## src/rtl/dis_pkg.sv

```systemverilog
package dis_pkg;

  typedef enum logic [1:0] {
    FMT_PAR  = 2'd0,
    FMT_LR   = 2'd1,
    FMT_RL   = 2'd2,
    FMT_LONG = 2'd3
  } fmt_e;

  typedef enum logic [1:0] {
    ST_IDLE   = 2'd0,
    ST_ONE    = 2'd1,
    ST_FIRST  = 2'd2,
    ST_SECOND = 2'd3
  } st_e;

  // Issue form from the upper-half and lower-half format bits
  function automatic fmt_e fmt_of(input logic hi_bit, input logic lo_bit);
    return fmt_e'({hi_bit, lo_bit});
  endfunction

endpackage

```

## src/rtl/slot_split.sv

```systemverilog
module slot_split
  import dis_pkg::*;
#(
  parameter int SLOTW = 32
) (
  input  logic [2*SLOTW-1:0] word,
  output fmt_e               kind,
  output logic [SLOTW-1:0]   left_slot,
  output logic [SLOTW-1:0]   right_slot
);

  localparam int WORDW = 2 * SLOTW;

  always_comb begin
    left_slot  = word[WORDW-1:SLOTW];
    right_slot = word[SLOTW-1:0];
    kind       = fmt_of(word[WORDW-1], word[SLOTW-1]);
  end

endmodule

```

## src/rtl/issue_fsm.sv

```systemverilog
module issue_fsm
  import dis_pkg::*;
(
  input  logic clk,
  input  logic rst_n,
  input  logic in_valid,
  input  fmt_e in_kind,
  input  logic first_stop,
  output st_e  state,
  output logic in_ready,
  output logic accept
);

  st_e state_d;
  st_e state_q;

  always_comb begin
    in_ready = (state_q == ST_IDLE);
    accept   = in_ready && in_valid;
    state_d  = state_q;
    unique case (state_q)
      ST_IDLE: begin
        if (accept) begin
          if (in_kind == FMT_LONG || in_kind == FMT_PAR) state_d = ST_ONE;
          else                                           state_d = ST_FIRST;
        end
      end
      ST_ONE:    state_d = ST_IDLE;
      ST_FIRST:  state_d = first_stop ? ST_IDLE : ST_SECOND;
      ST_SECOND: state_d = ST_IDLE;
      default:   state_d = ST_IDLE;
    endcase
  end

  always_ff @(posedge clk or negedge rst_n) begin
    if (!rst_n) state_q <= ST_IDLE;
    else        state_q <= state_d;
  end

  assign state = state_q;

endmodule

```

## src/rtl/issue_drive.sv

```systemverilog
module issue_drive
  import dis_pkg::*;
#(
  parameter int SLOTW = 32
) (
  input  st_e                state,
  input  fmt_e               kind,
  input  logic [SLOTW-1:0]   left_slot,
  input  logic [SLOTW-1:0]   right_slot,
  output logic               long_go,
  output logic [2*SLOTW-1:0] long_word,
  output logic               mem_go,
  output logic [SLOTW-1:0]   mem_insn,
  output logic               int_go,
  output logic [SLOTW-1:0]   int_insn,
  output logic               any_go,
  output logic [SLOTW-1:0]   any_insn
);

  always_comb begin
    long_go   = 1'b0;
    long_word = '0;
    mem_go    = 1'b0;
    mem_insn  = '0;
    int_go    = 1'b0;
    int_insn  = '0;
    any_go    = 1'b0;
    any_insn  = '0;
    unique case (state)
      ST_ONE: begin
        if (kind == FMT_LONG) begin
          long_go   = 1'b1;
          long_word = {left_slot, right_slot};
        end else begin
          mem_go   = 1'b1;
          mem_insn = left_slot;
          int_go   = 1'b1;
          int_insn = right_slot;
        end
      end
      ST_FIRST: begin
        if (kind == FMT_LR) begin
          mem_go   = 1'b1;
          mem_insn = left_slot;
        end else begin
          int_go   = 1'b1;
          int_insn = right_slot;
        end
      end
      ST_SECOND: begin
        any_go   = 1'b1;
        any_insn = (kind == FMT_LR) ? right_slot : left_slot;
      end
      default: ;
    endcase
  end

endmodule

```

## src/rtl/pc_merge.sv

```systemverilog
module pc_merge
  import dis_pkg::*;
#(
  parameter int PCW   = 32,
  parameter int SLOTW = 32
) (
  input  st_e            state,
  input  fmt_e           kind,
  input  logic [PCW-1:0] cur_pc,
  input  logic           pri_br,
  input  logic [PCW-1:0] pri_tgt,
  input  logic           pri_kill,
  input  logic           sec_br,
  input  logic [PCW-1:0] sec_tgt,
  output logic           fin,
  output logic [PCW-1:0] nxt_pc,
  output logic           dbl_br
);

  localparam int PC_STEP = (2 * SLOTW) / 8;

  logic [PCW-1:0] seq_pc;

  always_comb begin
    seq_pc = cur_pc + PCW'(PC_STEP);
    fin    = 1'b0;
    nxt_pc = seq_pc;
    dbl_br = 1'b0;
    unique case (state)
      ST_ONE: begin
        fin = 1'b1;
        if (kind == FMT_PAR) begin
          if (pri_br && sec_br) dbl_br = 1'b1;
          else if (pri_br)      nxt_pc = pri_tgt;
          else if (sec_br)      nxt_pc = sec_tgt;
        end else if (pri_br) begin
          nxt_pc = pri_tgt;
        end
      end
      ST_FIRST: begin
        fin = pri_br || pri_kill;
        if (pri_br) nxt_pc = pri_tgt;
      end
      ST_SECOND: begin
        fin = 1'b1;
        if (pri_br) nxt_pc = pri_tgt;
      end
      default: ;
    endcase
  end

endmodule

```

## src/rtl/dual_issue_seq.sv

```systemverilog
module dual_issue_seq
  import dis_pkg::*;
#(
  parameter int PCW   = 32,
  parameter int SLOTW = 32
) (
  input  logic               clk,
  input  logic               rst_n,
  input  logic               in_valid,
  output logic               in_ready,
  input  logic [2*SLOTW-1:0] in_word,
  input  logic [PCW-1:0]     in_pc,
  output logic               long_go,
  output logic [2*SLOTW-1:0] long_word,
  output logic               mem_go,
  output logic [SLOTW-1:0]   mem_insn,
  output logic               int_go,
  output logic [SLOTW-1:0]   int_insn,
  output logic               any_go,
  output logic [SLOTW-1:0]   any_insn,
  input  logic               pri_br,
  input  logic [PCW-1:0]     pri_tgt,
  input  logic               pri_kill,
  input  logic               sec_br,
  input  logic [PCW-1:0]     sec_tgt,
  output logic               done,
  output logic [PCW-1:0]     next_pc,
  output logic               err
);

  localparam int WORDW = 2 * SLOTW;

  st_e              state;
  logic             accept;
  logic             fin;
  logic             dbl_br;
  logic [PCW-1:0]   nxt_pc;
  fmt_e             in_kind;
  fmt_e             hold_kind;
  logic [SLOTW-1:0] left_slot;
  logic [SLOTW-1:0] right_slot;

  logic [WORDW-1:0] word_q, word_d;
  logic [PCW-1:0]   pc_q, pc_d;
  logic             done_q, done_d;
  logic [PCW-1:0]   npc_q, npc_d;
  logic             err_q, err_d;

  assign in_kind = fmt_of(in_word[WORDW-1], in_word[SLOTW-1]);

  issue_fsm u_fsm (
    .clk        (clk),
    .rst_n      (rst_n),
    .in_valid   (in_valid),
    .in_kind    (in_kind),
    .first_stop (fin),
    .state      (state),
    .in_ready   (in_ready),
    .accept     (accept)
  );

  slot_split #(.SLOTW(SLOTW)) u_split (
    .word       (word_q),
    .kind       (hold_kind),
    .left_slot  (left_slot),
    .right_slot (right_slot)
  );

  issue_drive #(.SLOTW(SLOTW)) u_drive (
    .state      (state),
    .kind       (hold_kind),
    .left_slot  (left_slot),
    .right_slot (right_slot),
    .long_go    (long_go),
    .long_word  (long_word),
    .mem_go     (mem_go),
    .mem_insn   (mem_insn),
    .int_go     (int_go),
    .int_insn   (int_insn),
    .any_go     (any_go),
    .any_insn   (any_insn)
  );

  pc_merge #(.PCW(PCW), .SLOTW(SLOTW)) u_merge (
    .state    (state),
    .kind     (hold_kind),
    .cur_pc   (pc_q),
    .pri_br   (pri_br),
    .pri_tgt  (pri_tgt),
    .pri_kill (pri_kill),
    .sec_br   (sec_br),
    .sec_tgt  (sec_tgt),
    .fin      (fin),
    .nxt_pc   (nxt_pc),
    .dbl_br   (dbl_br)
  );

  // Capture and result next-state logic with explicit enables
  always_comb begin
    word_d = word_q;
    pc_d   = pc_q;
    if (accept) begin
      word_d = in_word;
      pc_d   = in_pc;
    end
    done_d = fin;
    npc_d  = npc_q;
    err_d  = 1'b0;
    if (fin) begin
      npc_d = nxt_pc;
      err_d = dbl_br;
    end
  end

  always_ff @(posedge clk or negedge rst_n) begin
    if (!rst_n) begin
      word_q <= '0;
      pc_q   <= '0;
      done_q <= 1'b0;
      npc_q  <= '0;
      err_q  <= 1'b0;
    end else begin
      word_q <= word_d;
      pc_q   <= pc_d;
      done_q <= done_d;
      npc_q  <= npc_d;
      err_q  <= err_d;
    end
  end

  assign done    = done_q;
  assign next_pc = npc_q;
  assign err     = err_q;

endmodule

```

## config.mk

```make
export PLATFORM = sky130hd
export DESIGN_NAME = dual_issue_seq
export DESIGN_NICKNAME = d
export VERILOG_FILES = /design/src/rtl/dis_pkg.sv /design/src/rtl/slot_split.sv /design/src/rtl/issue_fsm.sv /design/src/rtl/issue_drive.sv /design/src/rtl/pc_merge.sv /design/src/rtl/dual_issue_seq.sv
export SDC_FILE = /design/constraint.sdc
export NUM_CORES = 1
export LEC_CHECK = 0
export BUFFER_PORTS_ARGS = -buffer_cell sky130_fd_sc_hd__buf_2
export CAP_MARGIN = 10
export CORE_ASPECT_RATIO = 1.25
export CORE_MARGIN = 2
export CORE_UTILIZATION = 40
export DETAILED_ROUTE_END_ITERATION = 10
export PLACE_DENSITY_LB_ADDON = 0.15
export SYNTH_ARGS = -nofsm -noshare
export SYNTH_HDL_FRONTEND = slang
export SYNTH_HIERARCHICAL = 1
export SYNTH_SLANG_ARGS = --single-unit
```

## constraint.sdc

```tcl
create_clock -name clk -period 2.5 [get_ports clk]
set_input_delay 0.125 -clock clk [delete_from_list [all_inputs] [get_ports clk]]
set_output_delay 0.125 -clock clk [all_outputs]
set_load 0.02 [all_outputs]
```

==> results_dict.tcl <==
set metrics [dict create \
    status "complete, no violations" \
    maxCapViolations 0 \
    crit_fanout 26 \
    placedCellCount 1527 \
    slew_violations 0 \
    synth_area_leaders "dfrtp_1, mux2_2, and2_1, mux2_4, buf_4" \
    finalSetupViolCount 0 \
    path_delay_family "compound AO/OA/AOI/OAI gates" \
    fin_crit_ps 2410 \
    ys.flop_type "dfrtp_1" \
    grt_use_met1_pct 31.3 \
    antenna_left 0 \
    vias_per_cell 5.29 \
    crit_path_max_incr_delay_ps 400 \
    die_w_microns 141 \
    crit_required_ps 2380 \
    swShare_pct 43.6 \
    grtUsageMet2_pct 46.3 \
    synthesis.area_sq_mm 0.00936 \
    ys_types 85 \
    p_sw_mw 6.66 \
    grt_antenna_before_repair 0 \
    grt-busiest-layer "met2" \
    post-dp-hpwl_microns 23600 \
    relSlewSlack_pct 56.8 \
    slowest_stage "dfrtp_1" \
    grt_usage_pct 25.9 \
    grt_pass1_vias 8621 \
    setup_slack_ps 93.8 \
    arrival_ps 2280 \
    seqPwrFrac_pct 28.9 \
    n_antenna_cell 0 \
    endpoint_kind "output port" \
    grt_overflow 0 \
    p_int_mw 8.63 \
    yosysTopAreaCellShare_pct 35.3 \
    synth_area_leader_cell "dfrtp_1" \
    place_congestion 0.911 \
    final_cells 1661 \
    fp.dieArea_sq_mm 0.0246 \
    ys_seq_elements 132 \
    final_area_sq_mm 0.0128 \
    die_y_microns 175 \
    num_rows 62 \
    cts_inserted_buffers 17 \
    ir_drop_mv 0.544 \
    grt_max_degree 63 \
    cts_tree "yes" \
    finalHoldWorstSlack_ps 91.9 \
    io_buffers 364 \
    clockBufferDepth 2 \
    wl_per_cell_microns 19.3 \
    vias 8790 \
    ys_warn_count 6 \
    synth.most_common_cell "dfrtp_1" \
    initial_core_util_pct 40.7 \
    place_ws_ps 108 \
    syn_nets 1127 \
    synth_cells 956 \
    drc_errors 0 \
    insertion_delay_ps 420 \
    path_cells "buf_8, inv_1, ha_4, a21boi_4, o221a_2, and2_4, buf_2" \
    grt_pass1_wl_microns 49400 \
    ys_seq_area_share_pct 35.3 \
    rsz0062_at_grt "no" \
    syn_area_per_cell_sq_um 9.79 \
    place_area_sq_mm 0.0111 \
    path_clk_slew_ps 60 \
    final.setup_skew_ps 16.8 \
    p_comb_share_pct 55.5 \
    dr.first_iter.drc_count 522 \
    worstSetupStartpointType "flip-flop" \
    first_pass_iters 5 \
    cts_root_buf "clkbuf_16" \
    timing_worst_setup_path_type "reg -> out" \
    timing.final.crit_share_pct 96.2 \
    core_area_sq_mm 0.0230 \
    finalNetCount 1533 \
    areaGrowthSynthToFinish_pct 36.5 \
    cts_max_level 4 \
    synth.cells.most_frequent "dfrtp_1, nand2_1, and2_1" \
    grtUsageMet3_pct 5.34 \
    wl_microns 32000 \
    synthArstFlopShare_pct 100 \
    cts_sinks 132 \
    worst_slew_pin_slew_ps 648 \
    p_per_area_mw_per_mm2 1200 \
    layout-drive-gt1-share_pct 46.3 \
    hold_violations 0 \
    ioPinCount 365 \
    power_frac_clock_pct 15.6 \
    max_freq_ghz 0.416 \
    p_leak_nw 6.17 \
    min_path_type "in -> reg" \
    worst-path-buf-inv 3 \
    synth_edf_count 0 \
]
-- metrics by stage --
step,util [%],setup TNS [ps],total power [mW]
final,55.6,0,15.3
after global routing,55.6,0,16.3
after CTS,55.3,-66.4,15.3
after detailed placement,48.3,0,12.5
after global placement,48.3,0,12.4
after floorplan,-,0,10.6
-- final timing paths --
check	startpoint	endpoint	slack [ps]	depth (start not counted)
min in group asynchronous	rst_n	pc_q[16]	270	2
max in group asynchronous	rst_n	pc_q[5]	1530	3
worst min-delay path	pri_tgt[2]	next_pc[2]	90	3
worst max register to register	pc_q[7]	next_pc[22]	120	6
worst max-delay path	u_fsm/state[1]	int_insn[21]	90	7
worst min register to register	next_pc[24]	next_pc[24]	500	1
-- worst reg2reg max path: stages, from the launching register on --
cell      delay (ps)
dfrtp_1          440
nand4_4          170
or4_4            630
or2_1            320
a221oi_1         290
o221ai_1         140
mux2_2           280
-- cell families (layout without fill, tap and decap cells) --
logic type | Yosys count | after routing | share of synthesized area (%)
DFF | 132 | 132 | 35.3
adders and majority gates | 6 | 6 | 0.776
muxes | 128 | 128 | 17.0
xor gates and xnor gates | 23 | 23 | 2.15
AOI/OAI and AO/OA | 183 | 185 | 14.1
buffers and inverters | 139 | 554 | 9.82
and+or+nand+nor | 345 | 345 | 20.9
-- power groups by stage --
stage | clock network, mW | logic, mW | registers, mW
3_3_place_gp | 0 | 7.97 | 4.41
2_1_floorplan | 0 | 6.32 | 4.25
6_report | 2.38 | 8.49 | 4.42
4_1_cts | 2.43 | 8.44 | 4.41
5_1_grt | 2.54 | 9.16 | 4.60
3_5_place_dp | 0 | 8.04 | 4.44
-- final cells by class --
cell class	instances	area, sq um
clock buffers	19	443
clock inverters	11	106
fillers	2126	10200
inverters	13	51.3
multi-input cells	687	5240
flip-flops and latches	132	3310
well taps	288	360
repair buffers	511	3270
-- state kept, by name, summed over array words and instances, names as in the netlist --
| signal | cells |
|---|---|
| pc_q | 32 |
| err | 1 |
| done | 1 |
| word_q | 64 |
| next_pc | 32 |
| u_fsm/state | 2 |
-- layout by cell type (no fill, tap or decap), types with 5 or more instances in the layout --
master	Yosys	layout
xnor2_1	12	12
a32oi_1	5	5
nand3_1	15	15
a21boi_1	8	8
o22ai_1	18	18
dlygate4sd3_1	0	97
buf_2	19	363
o221ai_1	5	5
a21boi_0	25	24
a21oi_1	27	27
a22oi_1	6	6
nor2_1	33	33
xor2_1	11	11
mux2_2	88	88
o21ai_1	5	5
a221o_1	11	11
buf_12	4	5
nand4_1	6	6
nand2_1	103	103
clkbuf_16	0	17
o21ai_0	24	24
inv_1	10	10
buf_6	6	6
nand2b_1	6	5
and2_4	30	30
dfrtp_1	132	130
and2_1	99	99
mux2_4	40	40
nor3_1	13	13
buf_4	66	38
a221oi_1	5	5
-- routing by layer --
| metal | routed length (microns) | vias to the layer above |
|---|---|---|
| li1 | - | 4134 |
| met1 | 13000 | 4215 |
| met2 | 16400 | 400 |
| met3 | 2010 | 41 |
| met4 | 681 | 0 |
| met5 | 0 | - |
-- repair_timing --
| item | CTS | global route |
|---|---|---|
| pin swaps | 1 | 1 |
| hold buffers | 97 | 0 |
| cloned | 2 | 0 |
| setup buffers | 2 | 3 |
| endpoints found under the hold margin | 155 | 0 |
| resized for setup | 11 | 12 |
| setup endpoints to repair | 71 | 118 |
Power figures use the tool's default switching activity.
